--- config.mk ---
export PLATFORM = sky130hd
export DESIGN_NAME = opfetch_arbiter
export DESIGN_NICKNAME = d
export VERILOG_FILES = /design/src/rtl/opfetch_arbiter_pkg.sv /design/src/rtl/opfetch_irq_latch.sv /design/src/rtl/opfetch_refresh.sv /design/src/rtl/opfetch_decide.sv /design/src/rtl/opfetch_arbiter.sv
export SDC_FILE = /design/constraint.sdc
export NUM_CORES = 1
export LEC_CHECK = 0
export BUFFER_PORTS_ARGS = -buffer_cell sky130_fd_sc_hd__buf_2
export CAP_MARGIN = 20
export CORE_MARGIN = 4
export CORE_UTILIZATION = 40
export DETAILED_ROUTE_END_ITERATION = 8
export SYNTH_ARGS = -nofsm -noshare
export SYNTH_HDL_FRONTEND = slang
export SYNTH_SLANG_ARGS = --single-unit
--- constraint.sdc ---
create_clock -name clk -period 2.6 [get_ports clk]
set_input_delay 0.13 -clock clk [delete_from_list [all_inputs] [get_ports clk]]
set_output_delay 0.13 -clock clk [all_outputs]
set_load 0.005 [all_outputs]
--- src/rtl/opfetch_arbiter_pkg.sv ---
package opfetch_arbiter_pkg;
   localparam int SEQ_N = 5;
   typedef enum int unsigned {
      SEQ_FETCH = 0,
      SEQ_NMI   = 1,
      SEQ_IM0   = 2,
      SEQ_IM1   = 3,
      SEQ_IM2   = 4
   } seq_idx_e;
   typedef struct packed {
      logic m1;
      logic mreq;
      logic rd;
      logic rfsh;
   } strobe_t;
endpackage

--- src/rtl/opfetch_irq_latch.sv ---
module opfetch_irq_latch (
   input  logic clk,
   input  logic rst,
   input  logic nmi_pin,
   input  logic int_pin,
   input  logic nmi_clr,
   output logic nmi_pend,
   output logic int_lvl
);
   logic nmi_prev;
   logic nmi_rise;

   assign nmi_rise = nmi_pin & ~nmi_prev;

   always_ff @(posedge clk) begin
      if (rst) begin
         nmi_prev <= 1'b0;
         nmi_pend <= 1'b0;
         int_lvl  <= 1'b0;
      end else begin
         nmi_prev <= nmi_pin;
         nmi_pend <= (nmi_pend & ~nmi_clr) | nmi_rise;
         int_lvl  <= int_pin;
      end
   end

   assert_nmi_capture_R3: assert property (@(posedge clk) disable iff (rst)
      (nmi_pin && !nmi_prev) |=> nmi_pend);
   assert_nmi_sticky_R3: assert property (@(posedge clk) disable iff (rst)
      (nmi_pend && !nmi_clr) |=> nmi_pend);
endmodule

--- src/rtl/opfetch_refresh.sv ---
module opfetch_refresh #(
   parameter int DATA_W = 8,
   parameter int RCNT_W = 7
) (
   input  logic              clk,
   input  logic              rst,
   input  logic              wr_base,
   input  logic              wr_rcnt,
   input  logic [DATA_W-1:0] din,
   input  logic              step,
   output logic [2*DATA_W-1:0] ir_addr
);
   logic [DATA_W-1:0] base_q;
   logic [DATA_W-1:0] rcnt_q;
   logic [DATA_W-1:0] rcnt_nx;

   if (RCNT_W < 1 || RCNT_W > DATA_W) begin : g_bad_rcnt
      $error("RCNT_W must be between 1 and DATA_W");
   end

   if (RCNT_W == DATA_W) begin : g_full
      assign rcnt_nx = rcnt_q + 1'b1;
   end else begin : g_part
      logic [RCNT_W-1:0] low_inc;
      assign low_inc = rcnt_q[RCNT_W-1:0] + 1'b1;
      assign rcnt_nx = {rcnt_q[DATA_W-1:RCNT_W], low_inc};
   end

   assign ir_addr = {base_q, rcnt_q};

   always_ff @(posedge clk) begin
      if (rst) begin
         base_q <= '0;
         rcnt_q <= '0;
      end else begin
         if (wr_base) base_q <= din;
         if (wr_rcnt)   rcnt_q <= din;
         else if (step) rcnt_q <= rcnt_nx;
      end
   end

   assert_rcnt_top_kept_R9: assert property (@(posedge clk) disable iff (rst)
      (step && !wr_rcnt) |=> rcnt_q[DATA_W-1] == $past(rcnt_q[DATA_W-1]) || RCNT_W == DATA_W);
   assert_base_hold_R9: assert property (@(posedge clk) disable iff (rst)
      !wr_base |=> base_q == $past(base_q));
endmodule

--- src/rtl/opfetch_decide.sv ---
module opfetch_decide
   import opfetch_arbiter_pkg::*;
(
   input  logic             nmi_pend,
   input  logic             int_lvl,
   input  logic             iff1,
   input  logic [1:0]       im,
   output logic             take_nmi,
   output logic             take_int,
   output logic [SEQ_N-1:0] seq
);
   always_comb begin
      take_nmi = nmi_pend;
      take_int = ~nmi_pend & int_lvl & iff1;
      seq      = '0;
      if (take_nmi)         seq[SEQ_NMI] = 1'b1;
      else if (take_int) begin
         case (im)
            2'd0:    seq[SEQ_IM0] = 1'b1;
            2'd1:    seq[SEQ_IM1] = 1'b1;
            default: seq[SEQ_IM2] = 1'b1;
         endcase
      end else              seq[SEQ_FETCH] = 1'b1;
   end

   assert_decide_onehot_R4: assert final ($countones(seq) == 1);
endmodule

--- src/rtl/opfetch_arbiter.sv ---
module opfetch_arbiter
   import opfetch_arbiter_pkg::*;
#(
   parameter int DATA_W = 8,
   parameter int ADDR_W = 16,
   parameter int RCNT_W = 7
) (
   input  logic              clk,
   input  logic              rst,
   input  logic              nmi_pin,
   input  logic              int_pin,
   input  logic              iff1,
   input  logic [1:0]        im,
   input  logic              boundary,
   input  logic              refresh,
   input  logic              halt_req,
   input  logic              wr_base,
   input  logic              wr_rcnt,
   input  logic [DATA_W-1:0] reg_din,
   output logic [ADDR_W-1:0] addr_o,
   output logic              m1_o,
   output logic              mreq_o,
   output logic              rd_o,
   output logic              rfsh_o,
   output logic              halt_o,
   output logic [ADDR_W-1:0] pc_o,
   output logic [SEQ_N-1:0]  seq_o
);
   localparam logic [ADDR_W-1:0] PC_ONE = ADDR_W'(1);

   if (ADDR_W != 2 * DATA_W) begin : g_bad_width
      $error("ADDR_W must equal 2*DATA_W");
   end

   logic              nmi_pend, int_lvl, take_nmi, take_int;
   logic [SEQ_N-1:0]  dec_seq;
   logic [ADDR_W-1:0] ir_addr, pc_fix;
   logic              do_rfsh, do_halt;
   strobe_t           strb;

   assign do_rfsh = refresh & ~boundary;
   assign do_halt = halt_req & ~boundary & ~refresh;
   assign pc_fix  = halt_o ? pc_o + PC_ONE : pc_o;

   opfetch_irq_latch u_latch (
      .clk(clk), .rst(rst), .nmi_pin(nmi_pin), .int_pin(int_pin),
      .nmi_clr(boundary & take_nmi), .nmi_pend(nmi_pend), .int_lvl(int_lvl)
   );

   opfetch_decide u_decide (
      .nmi_pend(nmi_pend), .int_lvl(int_lvl), .iff1(iff1), .im(im),
      .take_nmi(take_nmi), .take_int(take_int), .seq(dec_seq)
   );

   opfetch_refresh #(.DATA_W(DATA_W), .RCNT_W(RCNT_W)) u_refresh (
      .clk(clk), .rst(rst), .wr_base(wr_base), .wr_rcnt(wr_rcnt),
      .din(reg_din), .step(do_rfsh), .ir_addr(ir_addr)
   );

   always_ff @(posedge clk) begin
      if (rst) begin
         pc_o   <= '0;
         addr_o <= '0;
         halt_o <= 1'b0;
         strb   <= '0;
         seq_o  <= '0;
      end else begin
         strb  <= '0;
         seq_o <= '0;
         if (boundary) begin
            seq_o <= dec_seq;
            if (take_nmi) begin
               addr_o <= pc_fix;
               pc_o   <= pc_fix;
               halt_o <= 1'b0;
               strb   <= '{m1: 1'b1, mreq: 1'b1, rd: 1'b1, rfsh: 1'b0};
            end else if (take_int) begin
               pc_o   <= pc_fix;
               halt_o <= 1'b0;
            end else begin
               addr_o <= pc_o;
               pc_o   <= pc_o + PC_ONE;
               strb   <= '{m1: 1'b1, mreq: 1'b1, rd: 1'b1, rfsh: 1'b0};
            end
         end else if (do_rfsh) begin
            addr_o <= ir_addr;
            strb   <= '{m1: 1'b0, mreq: 1'b1, rd: 1'b0, rfsh: 1'b1};
         end else if (do_halt) begin
            pc_o   <= pc_o - PC_ONE;
            halt_o <= 1'b1;
         end
      end
   end

   assign m1_o   = strb.m1;
   assign mreq_o = strb.mreq;
   assign rd_o   = strb.rd;
   assign rfsh_o = strb.rfsh;

   assert_seq_onehot0_R5: assert property (@(posedge clk) disable iff (rst)
      $onehot0(seq_o));
   assert_fetch_strobes_R2: assert property (@(posedge clk) disable iff (rst)
      seq_o[SEQ_FETCH] |-> (m1_o && mreq_o && rd_o && !rfsh_o && pc_o == addr_o + PC_ONE));
   assert_nmi_strobes_R4: assert property (@(posedge clk) disable iff (rst)
      seq_o[SEQ_NMI] |-> (m1_o && rd_o && pc_o == addr_o && !halt_o));
   assert_int_quiet_R5: assert property (@(posedge clk) disable iff (rst)
      (seq_o[SEQ_IM0] || seq_o[SEQ_IM1] || seq_o[SEQ_IM2]) |-> (!m1_o && !mreq_o && !rd_o && !halt_o));
   assert_halt_enter_R7: assert property (@(posedge clk) disable iff (rst)
      (halt_req && !boundary && !refresh) |=> (halt_o && pc_o == $past(pc_o) - PC_ONE));
   assert_refresh_shape_R9: assert property (@(posedge clk) disable iff (rst)
      rfsh_o |-> (mreq_o && !m1_o && !rd_o));
   assert_strobe_pulse_R10: assert property (@(posedge clk) disable iff (rst)
      (!boundary && !refresh) |=> (!mreq_o && seq_o == '0));
   assert_priority_R11: assert property (@(posedge clk) disable iff (rst)
      (boundary && (refresh || halt_req)) |=> (!rfsh_o && seq_o != '0));
endmodule

Word-level counts from Yosys, hierarchy flattened
Index checks and enable logic that the tools add are counted.
{"block": "op_classes", "n_addsub": 3, "n_reduce_logical": 11, "n_eq_ne": 4, "bitwise": 15, "muxes": 26}
{"op": "$mux W16", "count": 10}
{"op": "$add A16 B1 Y16 const B", "count": 1}
{"op": "$sub A16 B1 Y16 const B", "count": 1}
{"op": "$mux W4", "count": 3}
{"op": "$mux W1", "count": 10}
{"op": "$and A1 B1 Y1", "count": 8}
{"op": "$mux W8", "count": 1}
{"op": "$add A7 B1 Y7 const B", "count": 1}
{"op": "$mux W7", "count": 1}
{"op": "$not A1 Y1", "count": 6}
{"op": "$reduce_bool A2 Y1", "count": 3}
{"op": "$reduce_and A2 Y1", "count": 2}
{"op": "$reduce_or A2 Y1", "count": 2}
{"op": "$reduce_or A4 Y1", "count": 1}
{"op": "$mux W3", "count": 1}
{"op": "$ne A3 B1 Y1 const B", "count": 1}
{"op": "$ne A3 B2 Y1 const B", "count": 1}
{"op": "$reduce_and A3 Y1", "count": 1}
{"op": "$reduce_or A3 Y1", "count": 1}
{"op": "$eq A2 B1 Y1 const B", "count": 1}
{"op": "$logic_not A2 Y1", "count": 1}
{"op": "$ne A2 B2 Y1 const B", "count": 1}
{"op": "$or A1 B1 Y1", "count": 1}
{"block": "totals", "reg_bits": 61, "wordCells": 75, "output_inout_bits": 42, "input_bits": 20}

Depth between registers and ports, before layout
{"block": "logic_depth", "ltp_word": 6, "depth_mapped": 7, "mapped_depth_nobuf": 7}

By module
A second synthesis with hierarchy kept.
{"block": "unflattened", "cells_unflattened": 381, "hier_area_um2": 3228.1}
{"mod": "opfetch_arbiter", "cells_each": 293, "area_each_um2": 2386.0, "seq_area_each_um2": 820.8, "instances": 1}
{"mod": "opfetch_refresh", "cells_each": 71, "area_each_um2": 671.9, "seq_area_each_um2": 320.3, "instances": 1}
{"mod": "opfetch_irq_latch", "cells_each": 8, "area_each_um2": 101.3, "seq_area_each_um2": 60.1, "instances": 1}
{"mod": "opfetch_decide", "cells_each": 9, "area_each_um2": 68.8, "seq_area_each_um2": 0.0, "instances": 1}

Least setup slack after synthesis
OpenSTA, ideal clock, no wires.
{"block": "synth_timing", "kind": "register -> register", "startpoint": "register pc_o[0]", "endpoint": "register addr_o[12]", "period_less_slack_ns": 1.924, "setup_ns": 0.091, "required_time_ns": 2.509, "path_buffers": 1, "stages_incl_launch_ff": 8, "arrival_ns": 1.833, "slack_ns": 0.676, "cell_sequence": "dfxtp_1 ha_1 and3_2 and2_1 buf_4 nand2_2 or4_1 a311oi_1"}
{"block": "synth_via", "elab_chain_len": 4}
{"item": "from (decl)", "line_no": "opfetch_arbiter.sv:26", "source": "output logic [ADDR_W-1:0] pc_o,"}
{"item": "from (signal assigned)", "line_no": "opfetch_arbiter.sv:74", "source": "pc_o <= pc_fix;"}
{"item": "from (signal assigned)", "line_no": "opfetch_arbiter.sv:78", "source": "pc_o <= pc_fix;"}
{"item": "from (signal assigned)", "line_no": "opfetch_arbiter.sv:82", "source": "pc_o <= pc_o + PC_ONE;"}
{"item": "$add A16 B1 Y16", "line_no": "opfetch_arbiter.sv:43", "source": "assign pc_fix = halt_o ? pc_o + PC_ONE : pc_o;"}
{"item": "$mux W16", "line_no": "opfetch_arbiter.sv:43"}
{"item": "$mux W16", "line_no": "opfetch_arbiter.sv:72", "source": "if (take_nmi) begin"}
{"item": "$mux W16", "line_no": "opfetch_arbiter.sv:70", "source": "if (boundary) begin"}
{"item": "to (signal assigned)", "line_no": "opfetch_arbiter.sv:73", "source": "addr_o <= pc_fix;"}
{"item": "to (signal assigned)", "line_no": "opfetch_arbiter.sv:81", "source": "addr_o <= pc_o;"}
{"item": "to (signal assigned)", "line_no": "opfetch_arbiter.sv:86", "source": "addr_o <= ir_addr;"}
{"item": "to (decl)", "line_no": "opfetch_arbiter.sv:20", "source": "output logic [ADDR_W-1:0] addr_o,"}
Every way passes these cells.
A chain may end at the register's enable or synchronous reset.

Worst setup path in the final report
{"block": "layout_timing", "startpoint": "register pc_o[0]", "endpoint": "register addr_o[14]"}
Same word-level chain as after synthesis.

==> flow_metrics.tcl <==
set metrics [dict create \
    status "finished clean" \
    worstPathArrival_ns 2.41 \
    synth.avg_cell_area_sq_um 7.95 \
    synthDistinctLibCells 54 \
    critPathCaptureType "flip-flop" \
    leakage_uw 0.00163 \
    final_nets 476 \
    post-cts-setup-buffers 0 \
    drive_gt1_share_pct 19.2 \
    clk_pin_slew_ns 0.07 \
    cts_made_buffers 9 \
    path_max_fanout 7 \
    syn-num-nets 425 \
    grt.total_usage_pct 19.5 \
    skew_ns 0.00819 \
    p_int_uw 1850 \
    yosys_most_used_dff "dfxtp_1" \
    setup_slack_ns 0.447 \
    coreArea_sq_um 7730 \
    irDropWorstVdd_mv 0.286 \
    synth-edff-count 0 \
    hp-class "in2reg" \
    p_per_area_nw_per_um2 678 \
    ant_nets 0 \
    place_area_sq_um 3540 \
    cts_buffer_depth 2 \
    slew_violations 0 \
    synth_area_sq_um 3190 \
    htreeDepth 3 \
    antenna_found_initial 0 \
    place.gp.congestion 0.902 \
    syn_to_final_growth_pct 19.8 \
    insertion_delay_ns 0.35 \
    worst_pin_slew_ns 0.738 \
    synthArstFlopShare_pct 0 \
    dp_hpwl_um 6590 \
    drc 0 \
    grt_pass1_vias 3047 \
    fp.dieArea_sq_um 9480 \
    start_util_pct 41.3 \
    seq_area_frac_synth_pct 37.6 \
    netSwitchingFraction_pct 28.7 \
    drtIter0Drc 127 \
    rsz0062_at_grt "no" \
    critPathRequiredTime_ns 2.86 \
    crit_type "reg2reg" \
    setup.worst_path.start_class "flip-flop" \
    hold_violations 0 \
    p_comb_share_pct 17.9 \
    cts-root-buf "clkbuf_8" \
    die_w_um 97.4 \
    num_vias 3103 \
    grt_remaining_overflow 0 \
    viasPerCell 5.54 \
    grt_pass1_wl_um 15100 \
    power_frac_clock_pct 40.7 \
    post-route-cell-area_sq_um 3830 \
    ys_ff_latch 60 \
    pre_cts_slack_ns 0.494 \
    fin_crit_ns 2.15 \
    ios 62 \
    port_buffers 61 \
    num_rows 32 \
    finalSetupViolations 0 \
    tns_ns 0 \
    cts_sinks 60 \
    n_antenna_cell 0 \
    min_period_over_period_pct 82.8 \
    drv_cap 0 \
    tritoncts "done" \
    max_clock_freq_mhz 464 \
    grt_start_max_net_pins 39 \
    wl_um 8990 \
    fp.dieH_um 97.4 \
    ys_warn_count 0 \
    pwr-share-seq_pct 41.4 \
    slew_headroom_pct 50.8 \
    synthCells 402 \
    drtPass1Iterations 4 \
    p_switching_uw 746 \
    wl_per_cell_um 16.1 \
]
sequential cells by signal, summed over array words and instances (netlist names):
register	flops
u_refresh.rcnt_q	8
halt_o	1
rfsh_o	1
rd_o	1
u_refresh.base_q	8
u_latch.int_lvl	1
addr_o	16
u_latch.nmi_pend	1
seq_o	5
mreq_o	1
u_latch.nmi_prev	1
pc_o	16
placed cells by master, fill, tap and decap left out, drive strengths merged, types with 4 or more instances in the layout:
| cell | netlist | layout |
|---|---|---|
| a21oi | 21 | 21 |
| and3 | 9 | 9 |
| nand4 | 7 | 7 |
| xnor2 | 15 | 15 |
| o21ai | 18 | 18 |
| and2 | 6 | 6 |
| o211ai | 5 | 5 |
| nor2b | 6 | 6 |
| clkbuf | 20 | 10 |
| a211oi | 6 | 6 |
| nor2 | 58 | 58 |
| or3 | 6 | 6 |
| nor3 | 11 | 11 |
| a31oi | 4 | 4 |
| inv | 9 | 9 |
| buf | 11 | 67 |
| a221oi | 4 | 4 |
| mux2i | 17 | 17 |
| dlygate4sd3 | 0 | 4 |
| nor4 | 6 | 6 |
| dfxtp | 60 | 60 |
| nand3 | 12 | 12 |
| xor2 | 10 | 10 |
| nand2 | 38 | 38 |
timing repair:
item,CTS,global route
endpoints found under the hold margin,3,0
gates resized for setup,0,0
setup endpoints to repair,0,0
hold buffers,4,0
cell type report:
class | instances | area [sq um]
clock buffer | 10 | 138
clock inverter | 6 | 111
fill | 770 | 3900
inverter | 9 | 33.8
multi-input combinational | 302 | 1830
sequential | 60 | 1200
tap | 102 | 128
timing repair buffer | 71 | 390
kinds of logic (layout without fill, tap and decap cells):
group / Yosys count / count (layout) / share of synthesized area, %
and+or+nand+nor: 174 / 174 / 26.8
xor gates and xnor gates: 25 / 25 / 6.85
AOI/OAI and AO/OA: 82 / 82 / 16.7
muxes: 18 / 18 / 5.68
DFF: 60 / 60 / 37.6
adders and majority gates: 3 / 3 / 1.18
buffers and inverters: 40 / 96 / 5.25
per-stage QoR:
step | util [%] | total power [uW] | cells | hold slack, ns
floorplan | - | 1390 | 402 | 0.206
global placement | 45.8 | 1550 | 540 | 0.307
detailed placement | 45.8 | 1550 | 540 | 0.318
CTS | 49.5 | 2620 | 560 | 0.00197
global route | 49.5 | 2720 | 560 | 0.0314
finish | 49.5 | 2590 | 560 | 0.0122
power by group through the flow:
stage	clock [uW]	combinational, uW	sequential [uW]
after floorplan	0	341	1050
after global placement	0	459	1090
after detailed placement	0	458	1090
after CTS	1080	465	1070
after global routing	1110	521	1080
final	1060	464	1070
routing by layer:
metal | vias to the layer above | wire (um) | track usage, %
li1 | 1536 | - | -
met3 | 9 | 681 | 5.24
met2 | 103 | 4150 | 30.9
met1 | 1455 | 4060 | 25.2
met4 | 0 | 99 | 7.35
met5 | - | 0 | 0
Yosys cell counts (2+ instances only):
library cell	number	area (sq um)
o22ai_1	3	18.8
o211ai_1	5	37.5
or3_1	6	37.5
a22oi_1	3	22.5
xor2_1	10	87.6
a211oi_1	6	45.0
and2_1	6	37.5
nor3b_1	3	22.5
and3_1	8	50.1
a21oi_1	21	105
o31ai_1	3	22.5
o311ai_1	2	17.5
o21ai_1	3	15.0
a31oi_1	4	25.0
nor2b_1	6	37.5
inv_1	9	33.8
ha_1	3	37.5
a32oi_1	3	26.3
dfxtp_1	60	1200
or4_1	3	22.5
o21ai_0	15	75.1
nor3_1	10	50.1
nor4_1	5	31.3
buf_2	5	25.0
nand2_1	37	139
mux2i_1	17	170
nor2_1	58	218
xnor2_1	15	131
buf_1	3	11.3
a221oi_1	4	35.0
nand2b_1	3	18.8
nand4_1	7	43.8
nand3_1	12	60.1
clkbuf_1	20	75.1
buf_4	3	22.5
o21a_1	2	15.0
a311oi_1	2	17.5
worst paths after layout:
| kind | to | cells after the start | from | slack, ns |
|---|---|---|---|---|
| max | addr_o[14]$_SDFFE_PP0P_ | 6 | pc_o[0]$_SDFFE_PP0P_ | 0.45 |
| min | u_latch.nmi_prev$_SDFF_PP0_ | 2 | nmi_pin | 0.01 |
| max reg2reg | addr_o[14]$_SDFFE_PP0P_ | 6 | pc_o[0]$_SDFFE_PP0P_ | 0.45 |
| min reg2reg | addr_o[0]$_SDFFE_PP0P_ | 2 | addr_o[0]$_SDFFE_PP0P_ | 0.45 |
worst max-delay path, stage by stage (launching register included):
cell,delay [ns]
dfxtp_1,0.43
ha_1,0.26
and3_2,0.25
and2_1,0.29
nand2_2,0.11
or4b_1,0.48
a311oi_1,0.25
Power figures use the tool's default switching activity.
